<file path="config.mk">
export PLATFORM = sky130hd
export DESIGN_NAME = seqsel_top
export DESIGN_NICKNAME = d
export VERILOG_FILES = /design/src/rtl/seqsel_pkg.sv /design/src/rtl/seqsel_counter.sv /design/src/rtl/seqsel_decoder.sv /design/src/rtl/seqsel_gate.sv /design/src/rtl/seqsel_top.sv
export SDC_FILE = /design/constraint.sdc
export NUM_CORES = 1
export LEC_CHECK = 0
export BUFFER_PORTS_ARGS = -buffer_cell sky130_fd_sc_hd__buf_2
export CAP_MARGIN = 20
export CORE_UTILIZATION = 40
export CTS_CLUSTER_SIZE = 25
export DETAILED_ROUTE_END_ITERATION = 10
export PLACE_DENSITY_LB_ADDON = 0.15
export SYNTH_ARGS = -nofsm -noshare
export SYNTH_HDL_FRONTEND = slang
export SYNTH_SLANG_ARGS = --single-unit
</file>
<file path="constraint.sdc">
create_clock -name clk -period 1.7 [get_ports clk]
set_clock_uncertainty 0.05 [all_clocks]
set_input_delay 0.17 -clock clk [delete_from_list [all_inputs] [get_ports clk]]
set_output_delay 0.17 -clock clk [all_outputs]
set_load 0.05 [all_outputs]
</file>
<file path="src/rtl/seqsel_pkg.sv">
package seqsel_pkg;
    localparam int CNT_W = 4;
    localparam int NCH   = 1 << CNT_W;

    typedef logic [CNT_W-1:0] cnt_t;

    // registered front-end samples
    typedef struct packed {
        logic car;    // carrier, one clock late
        logic car_d;  // carrier, two clocks late
        logic gate;   // burst window, one clock late
    } front_t;

    function automatic int used_ch(input int term);
        return (term >= NCH) ? NCH : term;
    endfunction
endpackage

</file>
<file path="src/rtl/seqsel_counter.sv">
module seqsel_counter
    import seqsel_pkg::*;
(
    input  logic clk,
    input  logic rst,
    input  logic clr,
    input  logic term_clr,
    input  logic step,
    input  logic down_hi,
    output cnt_t count
);
    always_ff @(posedge clk) begin
        if (rst)                 count <= '0;
        else if (clr || term_clr) count <= '0;
        else if (step && down_hi) count <= count + 1'b1;
    end
endmodule

</file>
<file path="src/rtl/seqsel_decoder.sv">
module seqsel_decoder
    import seqsel_pkg::*;
(
    input  cnt_t            count,
    input  logic [1:0]      en_n,
    output logic [NCH-1:0]  sel_n
);
    logic enabled;
    assign enabled = (en_n == 2'b00);

    for (genvar i = 0; i < NCH; i++) begin : g_line
        assign sel_n[i] = !(enabled && (count == cnt_t'(i)));
    end
endmodule

</file>
<file path="src/rtl/seqsel_gate.sv">
module seqsel_gate
    import seqsel_pkg::*;
#(
    parameter int NU = 3
) (
    input  logic [NU-1:0]   sel_n,
    input  front_t          fr,
    output logic [NU-1:0]   ind,
    output logic [2*NU-1:0] sw_en,
    output logic [NU-1:0]   drive
);
    for (genvar k = 0; k < NU; k++) begin : g_ch
        logic act;
        assign act          = !sel_n[k];
        assign ind[k]       = act;
        assign sw_en[2*k]   = act;
        assign sw_en[2*k+1] = act;
        assign drive[k]     = fr.car && fr.gate && act;
    end
endmodule

</file>
<file path="src/rtl/seqsel_top.sv">
module seqsel_top
    import seqsel_pkg::*;
#(
    parameter  int TERM_CH = 3,
    localparam int NU      = used_ch(TERM_CH)
) (
    input  logic            clk,
    input  logic            rst,
    input  logic            carrier_i,
    input  logic            burst_i,
    input  logic            cnt_down_i,
    input  logic            clear_i,
    input  logic [1:0]      dec_en_n_i,
    output logic [NCH-1:0]  sel_n_o,
    output logic [NU-1:0]   ind_o,
    output logic [2*NU-1:0] sw_en_o,
    output logic [NU-1:0]   drive_o,
    output logic            carry_o
);
    front_t fr;
    cnt_t   count_q;
    logic   step;
    logic   term_hit;

    always_ff @(posedge clk) begin
        if (rst) fr <= '0;
        else begin
            fr.car   <= carrier_i;
            fr.car_d <= fr.car;
            fr.gate  <= burst_i;
        end
    end

    // count clock is the inverted carrier: it rises when the carrier falls
    assign step = fr.car_d && !fr.car;

    if (TERM_CH < NCH) begin : g_fb
        assign term_hit = !sel_n_o[TERM_CH];
    end else begin : g_nofb
        assign term_hit = 1'b0;
    end

    seqsel_counter u_cnt (
        .clk      (clk),
        .rst      (rst),
        .clr      (clear_i),
        .term_clr (term_hit),
        .step     (step),
        .down_hi  (cnt_down_i),
        .count    (count_q)
    );

    seqsel_decoder u_dec (
        .count (count_q),
        .en_n  (dec_en_n_i),
        .sel_n (sel_n_o)
    );

    seqsel_gate #(.NU(NU)) u_gate (
        .sel_n (sel_n_o[NU-1:0]),
        .fr    (fr),
        .ind   (ind_o),
        .sw_en (sw_en_o),
        .drive (drive_o)
    );

    assign carry_o = (count_q == cnt_t'(NCH-1)) && fr.car;
endmodule

</file>
==> metrics <==
CTS Buf Count 3; cell-by-cell trace of the critical path ha_1, nor3b_4, nand3_1, buf_2; most numerous cell in the Yosys netlist nand2_1; Fin. Hold Viols 0; Slew Limit Fails 0; Initial DRC Count 9; antenna violations before repair 0; synthesized cell area 552 um2; GRT overflow 0; Hold WS 85.7 ps; core area approximately 1300 um2; Leak 0.438 nW; CTS Sinks 7; # diodes 0; final core occ 75.3%; hold_buf cts 0; post-route minimum period roughly 1700 ps; Post-Syn Area per Cell 7.77 um2; multi-input logic area between 300 and 400 um2; final wirelength around 1.5 mm; Largest delay share family, worst path simple AND/OR/NAND/NOR gates; dpl cells 116; Die X-Extent 39.1 um; final setup TNS 0 ps; CP required 1480 ps; Root Buffer clkbuf_4; Detail Placement HPWL 1.02 mm; vias in the first global route 463; FF/Latch Area 145 um2; Synth Register Bits 7; vias 591; status completed; I/O pins 37; Detailed Routing Iterations Pass 1 5; top cells by area, synth dfxtp_1, buf_4, ha_1; largest net degree at the start of global routing 10; crit-path max FO 5; FMAX 0.593 GHz; dpl ws 152 ps; Worst EP arrival 1470 ps; Rel. slew slack 72.2%; Post-layout nets 120; setup ws final 14.3 ps; Routability Congestion 0.648; antenna-violating nets left 0; Synth cell types 20; predominant post-synthesis flop cell dfxtp_1; unrepaired setup endpoints after global routing yes; fillers between 90 and 100; max incr delay on CP 370 ps; Worst-Margin Slew 415 ps; number of synthesized flops with an enable pin 0; worst skew pair latency around 240 ps; IO buf count 36; Final Setup Violations 0; row cnt 13; worst hold path type in2reg; share of post-route cells with drive strength above 1 60.7%; Layout Cells excl Fill 122; global-route usage over all layers between 10% and 20%; Synth Net Count 83; routed length per instance 12.0 um; kind of end point of the critical path primary output; PD cells between 300 and 400 nW/um2; synth cell count leaders nand2_1, buf_4, dfxtp_1, nor2_1; first-pass GRT wire length about 1.9 mm; register area share after synthesis 25.4%; Post-Synthesis Cells 71; level count of the clock H-tree 1; CP Launch Type flip-flop; Remaining DRCs 0; clk slew on worst S/H paths 50 ps; ys async rst share 0%; Initial Util between 40% and 50%; top cell type's share of synthesized area 25.4%; maximum vdd drop 0.355 mV; P&R area growth vs syn 75.3%; Syn. warnings 0; final worst path period share 99.2%; Via density approximately 4.8; CP Class reg2out; maxcap violations 0; clk buf depth 2; TritonCTS clock tree built; DIE HEIGHT just under 40 um; Worst Path Buf+Inv 1; full die area 1530 um2; crit path max-delay cell type dfxtp_4; leading area contributor after synthesis dfxtp_1
-- path summary, 6_finish.rpt --
check	slack, ps	depth (start not counted)	endpoint	startpoint
max	10	4	sel_n_o[15]	u_cnt.count[0]
min	90	2	fr[2]	carrier_i
max reg2reg	220	5	u_cnt.count[1]	u_cnt.count[0]
min reg2reg	470	1	fr[1]	fr[2]
-- layer usage --
layer	routed length [um]	GRT usage, %
met5	0	0
met4	0	10.3
met3	71	3.47
met2	856	34.2
met1	540	20.2
-- layout make-up --
| class | instances | share of cell area [%] |
|---|---|---|
| Inverter | 5 | 2.46 |
| Timing Repair Buffer | 43 | 38.7 |
| Clock buffer | 4 | 2.72 |
| Tap cell | 15 | 1.94 |
| Multi-Input combinational cell | 48 | 39.2 |
| Sequential cell | 7 | 15.0 |
-- registers in the layout, indices dropped and copies added (netlist names) --
register,cells
fr,3
u_cnt.count,4
-- logic make-up after synthesis --
| logic type | synth area share (%) |
|---|---|
| AO/OA/AOI/OAI | 4.08 |
| XOR/XNOR | 3.18 |
| adder cells (fa/ha/maj) | 9.07 |
| buffers and inverters | 18.4 |
| flip-flops | 25.4 |
| multiplexers | 1.81 |
| AND/OR/NAND/NOR | 38.1 |
-- metrics by stage --
| step | total power, W | area, um2 |
|---|---|---|
| floorplan | 0.000217 | 597 |
| global placement | 0.000234 | 751 |
| detailed placement | 0.000234 | 751 |
| CTS | 0.000394 | 888 |
| global route | 0.000409 | 967 |
| finish | 0.000385 | 967 |
-- power by group --
group          switching [W]  leakage [nW]  internal (W)
logic              0.0000453         0.365     0.0000253
registers         0.00000300        0.0584      0.000167
clock network      0.0000556        0.0150     0.0000892
total               0.000104         0.438      0.000281
-- placed cells by master, fill, tap and decap left out, drive strengths merged --
cell / n
nor3b: 4
inv: 5
nand4b: 1
nor2: 7
a21oi: 1
xor2: 1
nor2b: 5
xnor2: 1
nand3b: 1
mux2i: 1
buf: 43
clkbuf: 4
a211o: 1
dfxtp: 7
ha: 4
nand3: 5
o21ai: 1
nand2: 13
or3: 1
and4: 1
-- repair_timing --
action	4_1_cts	5_1_grt
pin swaps	0	1
setup endpoints to repair	26	23
cloned	0	0
resized for setup	37	24
buffers inserted	1	1
(Power assumes the default switching activity.)
